**config.mk**
```make
export PLATFORM = sky130hd
export DESIGN_NAME = coh_home_ctrl
export DESIGN_NICKNAME = d
export VERILOG_FILES = /design/src/rtl/homedir_pkg.sv /design/src/rtl/homedir_dp.sv /design/src/rtl/homedir_ctrl.sv /design/src/rtl/coh_home_ctrl.sv
export SDC_FILE = /design/constraint.sdc
export NUM_CORES = 1
export LEC_CHECK = 0
export CAP_MARGIN = 20
export CORE_UTILIZATION = 35
export DETAILED_ROUTE_END_ITERATION = 12
export DONT_BUFFER_PORTS = 1
export HOLD_SLACK_MARGIN = 0.1
export PLACE_DENSITY_LB_ADDON = 0.12
export SYNTH_ARGS = -nofsm -noshare
export SYNTH_HDL_FRONTEND = slang
export SYNTH_SLANG_ARGS = --single-unit
```
**constraint.sdc**
```tcl
create_clock -name clk -period 3.35 [get_ports clk]
set_clock_uncertainty 0.05 [all_clocks]
set_input_delay 0.335 -clock clk [delete_from_list [all_inputs] [get_ports clk]]
set_output_delay 0.335 -clock clk [all_outputs]
set_load 0.005 [all_outputs]
```
**src/rtl/homedir_pkg.sv**
```systemverilog
package homedir_pkg;

  typedef enum logic {
    CMD_READ  = 1'b0,
    CMD_WRITE = 1'b1
  } cmd_e;

  typedef enum logic {
    PRB_INVAL     = 1'b0,
    PRB_DOWNGRADE = 1'b1
  } probe_e;

  typedef enum logic [1:0] {
    ST_IDLE  = 2'd0,
    ST_PROBE = 2'd1,
    ST_REPLY = 2'd2
  } state_e;

  // strobes from control to datapath
  typedef struct packed {
    logic loadReq;
    logic probeSent;
    logic ackTaken;
    logic commitDir;
  } dpCtl_t;

endpackage

```
**src/rtl/homedir_dp.sv**
```systemverilog
module homedir_dp
  import homedir_pkg::*;
#(
  parameter int NUM_CORES = 4,
  parameter int NUM_LINES = 16,
  localparam int CORE_W = (NUM_CORES > 1) ? $clog2(NUM_CORES) : 1,
  localparam int LINE_W = (NUM_LINES > 1) ? $clog2(NUM_LINES) : 1,
  localparam int CNT_W  = $clog2(NUM_CORES + 1)
) (
  input  logic              clk,
  input  logic              rstN,
  input  dpCtl_t            ctl,
  input  logic [CORE_W-1:0] inCore,
  input  logic              inCmd,
  input  logic [LINE_W-1:0] inLine,
  output logic              needProbe,
  output logic              pendEmpty,
  output logic              ackZero,
  output logic [CORE_W-1:0] tgtCore,
  output logic              tgtKind,
  output logic [CORE_W-1:0] curCore,
  output logic              curCmd,
  output logic [LINE_W-1:0] curLine
);

  logic [NUM_LINES-1:0][NUM_CORES-1:0] dirShr;
  logic [NUM_LINES-1:0]                dirOwned;

  logic [NUM_CORES-1:0] inBit, inShr, inTargets;
  logic                 inOwned;
  logic [NUM_CORES-1:0] pendVec, snapShr, curBit;
  logic                 snapOwned;
  logic [CNT_W-1:0]     ackCnt, inCount;
  logic [NUM_CORES-1:0] newShr;
  logic                 newOwned;

  // lookup for the incoming request
  always_comb begin
    inBit   = '0;
    inBit[inCore] = 1'b1;
    inShr   = dirShr[inLine];
    inOwned = dirOwned[inLine];
    if (inCmd == CMD_WRITE)
      inTargets = inShr & ~inBit;
    else if (inOwned)
      inTargets = inShr & ~inBit;
    else
      inTargets = '0;
    inCount = '0;
    for (int i = 0; i < NUM_CORES; i++)
      inCount = inCount + CNT_W'(inTargets[i]);
  end

  assign needProbe = |inTargets;

  // transaction registers
  always_ff @(posedge clk) begin
    if (!rstN) begin
      curCore   <= '0;
      curCmd    <= 1'b0;
      curLine   <= '0;
      pendVec   <= '0;
      ackCnt    <= '0;
      snapShr   <= '0;
      snapOwned <= 1'b0;
    end else begin
      if (ctl.loadReq) begin
        curCore   <= inCore;
        curCmd    <= inCmd;
        curLine   <= inLine;
        pendVec   <= inTargets;
        ackCnt    <= inCount;
        snapShr   <= inShr;
        snapOwned <= inOwned;
      end else begin
        if (ctl.probeSent) pendVec[tgtCore] <= 1'b0;
        if (ctl.ackTaken)  ackCnt <= ackCnt - 1'b1;
      end
    end
  end

  // lowest pending core is probed first
  always_comb begin
    tgtCore = '0;
    for (int i = NUM_CORES - 1; i >= 0; i--)
      if (pendVec[i]) tgtCore = CORE_W'(i);
  end

  assign pendEmpty = (pendVec == '0);
  assign ackZero   = (ackCnt == '0);
  assign tgtKind   = (curCmd == CMD_WRITE) ? PRB_INVAL : PRB_DOWNGRADE;

  // directory update at commit
  always_comb begin
    curBit = '0;
    curBit[curCore] = 1'b1;
    if (curCmd == CMD_WRITE) begin
      newShr   = curBit;
      newOwned = 1'b1;
    end else begin
      newShr   = snapShr | curBit;
      newOwned = snapOwned && (snapShr == curBit);
    end
  end

  genvar g;
  generate
    for (g = 0; g < NUM_LINES; g++) begin : gEntry
      always_ff @(posedge clk) begin
        if (!rstN) begin
          dirShr[g]   <= '0;
          dirOwned[g] <= 1'b0;
        end else if (ctl.commitDir && curLine == LINE_W'(g)) begin
          dirShr[g]   <= newShr;
          dirOwned[g] <= newOwned;
        end
      end
    end
  endgenerate

  // each issued probe retires exactly one pending target
  a_r4_pend_shrinks: assert property (@(posedge clk) disable iff (!rstN)
    (ctl.probeSent && !ctl.loadReq) |=> ($countones(pendVec) == $countones($past(pendVec)) - 1));

  // an acknowledgement is never taken with nothing outstanding
  a_r5_ack_bounded: assert property (@(posedge clk) disable iff (!rstN)
    ctl.ackTaken |-> (ackCnt != '0));

  // a committed write leaves the writer as sole owner
  a_r6_sole_owner: assert property (@(posedge clk) disable iff (!rstN)
    (ctl.commitDir && curCmd == CMD_WRITE) |=>
      (dirShr[curLine] == curBit && dirOwned[curLine]));

endmodule

```
**src/rtl/homedir_ctrl.sv**
```systemverilog
module homedir_ctrl
  import homedir_pkg::*;
(
  input  logic   clk,
  input  logic   rstN,
  input  logic   reqValid,
  input  logic   probeReady,
  input  logic   ackValid,
  input  logic   replyReady,
  input  logic   needProbe,
  input  logic   pendEmpty,
  input  logic   ackZero,
  output logic   reqReady,
  output logic   probeValid,
  output logic   ackReady,
  output logic   replyValid,
  output dpCtl_t ctl
);

  state_e state, stateNext;

  assign reqReady   = (state == ST_IDLE);
  assign probeValid = (state == ST_PROBE) && !pendEmpty;
  assign ackReady   = (state == ST_PROBE) && !ackZero;
  assign replyValid = (state == ST_REPLY);

  always_comb begin
    ctl.loadReq   = reqValid && reqReady;
    ctl.probeSent = probeValid && probeReady;
    ctl.ackTaken  = ackValid && ackReady;
    ctl.commitDir = replyValid && replyReady;
  end

  always_comb begin
    stateNext = state;
    unique case (state)
      ST_IDLE:  if (ctl.loadReq) stateNext = needProbe ? ST_PROBE : ST_REPLY;
      ST_PROBE: if (pendEmpty && ackZero) stateNext = ST_REPLY;
      ST_REPLY: if (replyReady) stateNext = ST_IDLE;
      default:  stateNext = ST_IDLE;
    endcase
  end

  always_ff @(posedge clk) begin
    if (!rstN) state <= ST_IDLE;
    else       state <= stateNext;
  end

  // no second request is taken right behind an accepted one
  a_r8_single_txn: assert property (@(posedge clk) disable iff (!rstN)
    (reqValid && reqReady) |=> !reqReady);

  // the reply waits for all probes and acknowledgements
  a_r5_reply_after_acks: assert property (@(posedge clk) disable iff (!rstN)
    replyValid |-> (pendEmpty && ackZero));

  // an unaccepted reply stays up
  a_r9_reply_hold: assert property (@(posedge clk) disable iff (!rstN)
    (replyValid && !replyReady) |=> replyValid);

endmodule

```
**src/rtl/coh_home_ctrl.sv**
```systemverilog
module coh_home_ctrl
  import homedir_pkg::*;
#(
  parameter int NUM_CORES = 4,
  parameter int NUM_LINES = 16,
  localparam int CORE_W = (NUM_CORES > 1) ? $clog2(NUM_CORES) : 1,
  localparam int LINE_W = (NUM_LINES > 1) ? $clog2(NUM_LINES) : 1
) (
  input  logic              clk,
  input  logic              rstN,
  input  logic              reqValid,
  output logic              reqReady,
  input  logic [CORE_W-1:0] reqCore,
  input  logic              reqCmd,
  input  logic [LINE_W-1:0] reqLine,
  output logic              probeValid,
  input  logic              probeReady,
  output logic [CORE_W-1:0] probeCore,
  output logic              probeKind,
  output logic [LINE_W-1:0] probeLine,
  input  logic              ackValid,
  output logic              ackReady,
  output logic              replyValid,
  input  logic              replyReady,
  output logic [CORE_W-1:0] replyCore,
  output logic              replyCmd,
  output logic [LINE_W-1:0] replyLine
);

  dpCtl_t            ctl;
  logic              needProbe, pendEmpty, ackZero;
  logic [CORE_W-1:0] curCore;
  logic              curCmd;
  logic [LINE_W-1:0] curLine;

  homedir_ctrl u_ctrl (
    .clk        (clk),
    .rstN       (rstN),
    .reqValid   (reqValid),
    .probeReady (probeReady),
    .ackValid   (ackValid),
    .replyReady (replyReady),
    .needProbe  (needProbe),
    .pendEmpty  (pendEmpty),
    .ackZero    (ackZero),
    .reqReady   (reqReady),
    .probeValid (probeValid),
    .ackReady   (ackReady),
    .replyValid (replyValid),
    .ctl        (ctl)
  );

  homedir_dp #(
    .NUM_CORES (NUM_CORES),
    .NUM_LINES (NUM_LINES)
  ) u_dp (
    .clk       (clk),
    .rstN      (rstN),
    .ctl       (ctl),
    .inCore    (reqCore),
    .inCmd     (reqCmd),
    .inLine    (reqLine),
    .needProbe (needProbe),
    .pendEmpty (pendEmpty),
    .ackZero   (ackZero),
    .tgtCore   (probeCore),
    .tgtKind   (probeKind),
    .curCore   (curCore),
    .curCmd    (curCmd),
    .curLine   (curLine)
  );

  assign probeLine = curLine;
  assign replyCore = curCore;
  assign replyCmd  = curCmd;
  assign replyLine = curLine;

  // an unaccepted probe keeps its target and kind
  a_r9_probe_hold: assert property (@(posedge clk) disable iff (!rstN)
    (probeValid && !probeReady) |=> (probeValid && $stable(probeCore) && $stable(probeKind)));

  // reply fields do not move while the reply waits
  a_r9_reply_fields: assert property (@(posedge clk) disable iff (!rstN)
    (replyValid && !replyReady) |=> ($stable(replyCore) && $stable(replyLine) && $stable(replyCmd)));

endmodule

```
After elaboration in Yosys (flattened, before gate mapping)
Cells that the tools add are included.
{"block": "classes", "addsub": 4, "reduce_logical": 37, "n_eq_ne": 21, "n_lt_le_gt_ge": 7, "n_bitwise": 5, "muxes": 28}
{"operator": "$eq A4 B4 Y1 const B", "n": 8}
{"operator": "$logic_and A1 B1 Y1", "n": 27}
{"operator": "$mux W4", "n": 6}
{"operator": "$bmux W4 S4", "n": 1}
{"operator": "$eq A4 B3 Y1 const B", "n": 4}
{"operator": "$mux W2", "n": 8}
{"operator": "$lt A2 B3 Y1 const B", "n": 3}
{"operator": "$and A4 B4 Y4", "n": 2}
{"operator": "$eq A4 B2 Y1 const B", "n": 2}
{"operator": "$logic_not A4 Y1", "n": 2}
{"operator": "$not A4 Y4", "n": 2}
{"operator": "$add A3 B1 Y3", "n": 2}
{"operator": "$demux W1 S2", "n": 3}
{"operator": "$ge A2 B1 Y1 const B", "n": 3}
{"operator": "$mux W1", "n": 6}
{"operator": "$mux W3", "n": 2}
{"operator": "$ne A2 B2 Y1 const B", "n": 3}
{"operator": "$pmux W2 S3", "n": 1}
{"operator": "$lt A4 B5 Y1 const B", "n": 1}
{"operator": "$bmux W1 S4", "n": 1}
{"operator": "$eq A4 B1 Y1 const B", "n": 1}
{"operator": "$eq A4 B4 Y1", "n": 1}
{"operator": "$or A4 B4 Y4", "n": 1}
{"operator": "$reduce_bool A2 Y1", "n": 2}
{"operator": "other kinds (9)", "n": 10}
{"block": "word_totals", "register_bits": 101, "out_inout_bits": 18, "word_cells": 142}

Depth between registers and ports, before layout
{"block": "logic_depth", "word_depth": 12, "ltp_mapped": 11, "depth_no_buf": 9}

Modules after synthesis
Synthesis repeated with hierarchy kept, for this count alone.
{"block": "hier_totals", "hier_cells": 503, "area_unflattened_um2": 4644.5}
{"mod": "homedir_dp", "cells_per_inst": 479, "seq_area_each_um2": 1981.9, "n_inst": 1, "area_per_inst_um2": 4463.0}
{"mod": "homedir_ctrl", "cells_per_inst": 20, "seq_area_each_um2": 40.0, "n_inst": 1, "area_per_inst_um2": 151.4}
{"mod": "coh_home_ctrl", "cells_per_inst": 4, "seq_area_each_um2": 0.0, "n_inst": 1, "area_per_inst_um2": 30.0}

Worst setup path after synthesis
Ideal clock, no wire load.
{"block": "synth_path", "path_type": "input port to flip-flop", "start": "input port reqLine[1]", "end": "register u_dp.ackCnt[1]", "required_time_ps": 3180, "cell_stages": 10, "slack_ps": 457, "path_buffers": 1, "t_arrival_ps": 2723, "setup_ps": 120, "path_cell_list": "buf_6 -> mux4_2 -> mux4_2 -> nor2_4 -> or3_4 -> ha_1 -> fa_1 -> ha_1 -> nand2_1 -> a21boi_1"}
{"block": "synth_via", "elab_chain_cells": 9, "elab_cells_between_ends": 11}
{"element": "start, declared", "line": "coh_home_ctrl.sv:15", "rtl": "input logic [LINE_W-1:0] reqLine,"}
{"element": "$bmux W4 S4", "line": "homedir_dp.sv:41", "rtl": "inShr = dirShr[inLine];"}
{"element": "$mux W4 (not written as such)", "line": "homedir_dp.sv:41"}
{"element": "$and A4 B4 Y4", "line": "homedir_dp.sv:44, homedir_dp.sv:46"}
{"element": "$mux W4", "line": "homedir_dp.sv:45", "rtl": "else if (inOwned)"}
{"element": "$mux W4 (*)", "line": "homedir_dp.sv:43", "rtl": "if (inCmd == CMD_WRITE)"}
{"element": "$add A1 B1 Y2", "line": "homedir_dp.sv:51", "rtl": "inCount = inCount + CNT_W'(inTargets[i]);"}
{"element": "$add A3 B1 Y3", "line": "homedir_dp.sv:51"}
{"element": "$add A3 B1 Y3 (*)", "line": "homedir_dp.sv:51"}
{"element": "$mux W3 (*)", "line": "homedir_dp.sv:67", "rtl": "if (ctl.loadReq) begin"}
{"element": "end signal, assigned", "line": "homedir_dp.sv:72", "rtl": "ackCnt <= inCount;"}
{"element": "end signal, assigned", "line": "homedir_dp.sv:77", "rtl": "if (ctl.ackTaken) ackCnt <= ackCnt - 1'b1;"}
{"element": "end, declared", "line": "homedir_dp.sv:33", "rtl": "logic [CNT_W-1:0] ackCnt, inCount;"}
Mark *: on every way between the ends. The rest lies on a longest branch, timed or not. The select of a mux whose other input is x is not followed.
A chain may end at the register's enable or synchronous reset.

Final worst setup path
{"block": "layout_path", "start": "register u_dp.dirOwned[15]", "end": "register u_dp.ackCnt[1]"}
{"block": "layout_via", "elab_chain_cells": 8}
{"element": "start, declared", "line": "homedir_dp.sv:27", "rtl": "logic [NUM_LINES-1:0] dirOwned;"}
{"element": "start signal, assigned by index", "line": "homedir_dp.sv:115", "rtl": "dirOwned[g] <= newOwned;"}
{"element": "$bmux W1 S4 (*)", "line": "homedir_dp.sv:42", "rtl": "inOwned = dirOwned[inLine];"}
{"element": "$mux W1 (not written as such) (*)", "line": "homedir_dp.sv:42"}
{"element": "$mux W4 (*)", "line": "homedir_dp.sv:45"}
{"element": "$mux W4 (*)", "line": "homedir_dp.sv:43"}
{"element": "$add A1 B1 Y2", "line": "homedir_dp.sv:51"}
{"element": "$add A3 B1 Y3", "line": "homedir_dp.sv:51"}
{"element": "$add A3 B1 Y3 (*)", "line": "homedir_dp.sv:51"}
{"element": "$mux W3 (*)", "line": "homedir_dp.sv:67"}
Marks and branches as above.

==> reports/metrics.yaml <==
core_um2: 13300
synth_nets: 505
ios: 31
syn-cell-area_um2: 4800
synth_ff_type: "dfxtp_1"
placed_area_um2: 4870
synth_edf_count: 0
drive_gt1_frac: 0.114
critPathLaunchType: "flip-flop"
antenna_found_initial: 0
clkSinkCount: 101
cts.clk_slew.worst_paths_ps: 70
tritoncts: "yes"
grt_pass1_vias: 3463
firstDrtPassIters: 4
start_util: 0.361
rrSetupSlack_ps: 550
fmax_mhz: 357
synthTopCellsByArea: "dfxtp_1 (42%), o211a_1 (17%), mux4_2 (9.8%), nand2_1 (8.8%), ha_1 (2.3%)"
maxSlewViolCount: 0
cts-root-buf: "clkbuf_16"
grtUsageTotal: 0.182
grt_start_max_net_pins: 96
cp.arrival_ps: 2990
critical_path_peak_fanout: 7
status: "finished clean"
max-vdd-ir-drop_mv: 0.297
cts_buffers: 9
syn_inst: 482
final_hold_viol_count: 0
yosysTopAreaCell: "dfxtp_1"
clock_tree.buffer_depth: 2
final_antenna_net_count: 0
fillers: 1307
dieArea_um2: 14200
first_iter_violations: 253
synthArstFlopShare: 0
port_buffers: 0
finalCritPeriodShare: 0.837
setup_tns_ps: 0
wl_mm: 12.0
synthDistinctLibCells: 44
worstPathRequired_ps: 3530
dr_total_vias: 3522
final_nets: 492
avgSynthCellArea_um2: 9.97
hold_path_class: "primary input to flip-flop"
htreeDepth: 3
criticalPathCategory: "flip-flop to flip-flop"
drv_cap: 0
rows: 42
hpwl_mm: 7.74
drc_errors: 0
wl_per_cell_um: 18.5
worst_pin_slew_ps: 830
die_y_um: 119
via_per_inst: 5.42
syn_to_final_growth_pct: 10.4
slew_headroom: 0.444
final_area_um2: 5300
min_period_ps: 2800
hold-worst-slack_ps: 118
synth_top_area_frac: 0.421
end_kind: "flip-flop"
ys_seq_area_frac: 0.421
clock_latency_ps: 350
ys_warn_count: 0
rsz0062_at_grt: "no"
diodes: 0
grt_overflow: 0
synth_seq_cells: 101
grt_pass1_wl_mm: 19.5
die_w_um: 119
setup_violations: 0
cellPowerDensity_nw_per_um2: 473
power_leakage_nw: 2.85
gp_congestion: 0.815
[flip-flops by register name, indices dropped and copies added, names as in the netlist]
signal          cells
u_dp.ackCnt         3
u_dp.curCmd         1
u_dp.pendVec        4
u_dp.dirOwned      16
u_dp.snapOwned      1
u_dp.snapShr        4
u_ctrl.state        2
u_dp.curLine        4
u_dp.curCore        2
u_dp.dirShr        64
[through the flow]
step	util	setup WS (ps)	total power, mW	std cells
3_3_place_gp	0.367	506	1.42	624
5_1_grt	0.399	448	2.62	650
2_1_floorplan	-	457	1.42	482
3_5_place_dp	0.367	512	1.42	624
4_1_cts	0.399	552	2.55	650
6_report	0.399	546	2.51	650
[kinds of logic (layout without fill, tap and decap cells)]
kind of cell / after synthesis / count (layout) / share of synthesized area
mux: 36 / 36 / 0.131
xor+xnor: 1 / 1 / 0.00182
buf+inv: 52 / 44 / 0.0477
fa+ha+maj: 10 / 10 / 0.0276
simple gates: 168 / 168 / 0.154
flops: 101 / 101 / 0.421
compound gates: 114 / 114 / 0.217
[synth_stat cells (all sizes together), types with 4 or more instances]
master and instances:
mux2i 10, nand2 112, a31oi 4, inv 15, a21boi 11, nor2 25, o21ai 4, o211a 81
clkbuf 25, nand2b 8, mux2 5, nand3 5, buf 12, nor3 6, mux4 21, ha 9
dfxtp 101
[cell type report]
type                            instances  area, um^2  share of cell area
Sequential cell                       101        2020               0.381
Clock buffer                           11         253              0.0477
Tap cell                              176         220              0.0415
Multi-Input combinational cell        329        2550               0.482
Inverter                               15        56.3              0.0106
Clock inverter                          5        57.6              0.0109
Timing Repair Buffer                   13         140              0.0264
[per-layer routing]
layer,up-vias,part of all wire,global-route usage
met1,1734,0.49,0.248
li1,1711,-,-
met2,69,0.46,0.281
met4,0,0.010,0.0467
met5,-,0,0
met3,8,0.047,0.0512
[layout by cell type (no fill, tap or decap), types with 4 or more instances in the layout]
master         instances
nand2_1              112
dfxtp_1              101
o211a_1               81
nor2_1                24
mux4_2                21
inv_1                 14
a21boi_1              11
mux2i_1               10
ha_1                   9
clkbuf_16              9
dlygate4sd3_1          9
nand2b_1               8
mux2_2                 5
nand3_1                5
a31oi_1                4
nor3_2                 4
[worst paths after layout]
kind                      from               to  cells past startpoint
max          u_dp.dirOwned[15]   u_dp.ackCnt[1]                      9
min                       rstN  u_dp.pendVec[2]                      2
max reg2reg  u_dp.dirOwned[15]   u_dp.ackCnt[1]                      9
min reg2reg    u_dp.snapShr[2]  u_dp.snapShr[2]                      2
[critical path, stage by stage, from the launching register on]
cell      delay [ps]
dfxtp_1          320
mux4_2           470
mux4_2           530
nor2_4           170
a211o_2          160
ha_1             240
fa_1             360
ha_1             270
nand2_1           60
a21boi_1          50
[where the power goes]
group          switching (mW)  internal, mW  total (mW)  leakage [nW]
Combinational           0.105        0.0729       0.178          1.88
Clock                   0.464         0.622        1.09         0.156
Sequential             0.0267          1.22        1.25         0.816
[what timing repair did]
item | 4_1_cts | 5_1_grt
hold buffers | 10 | 0
endpoints found under the hold margin | 96 | 0
resized for setup | 0 | 0
buffers inserted | 0 | 0
Power figures use the tool's default switching activity.
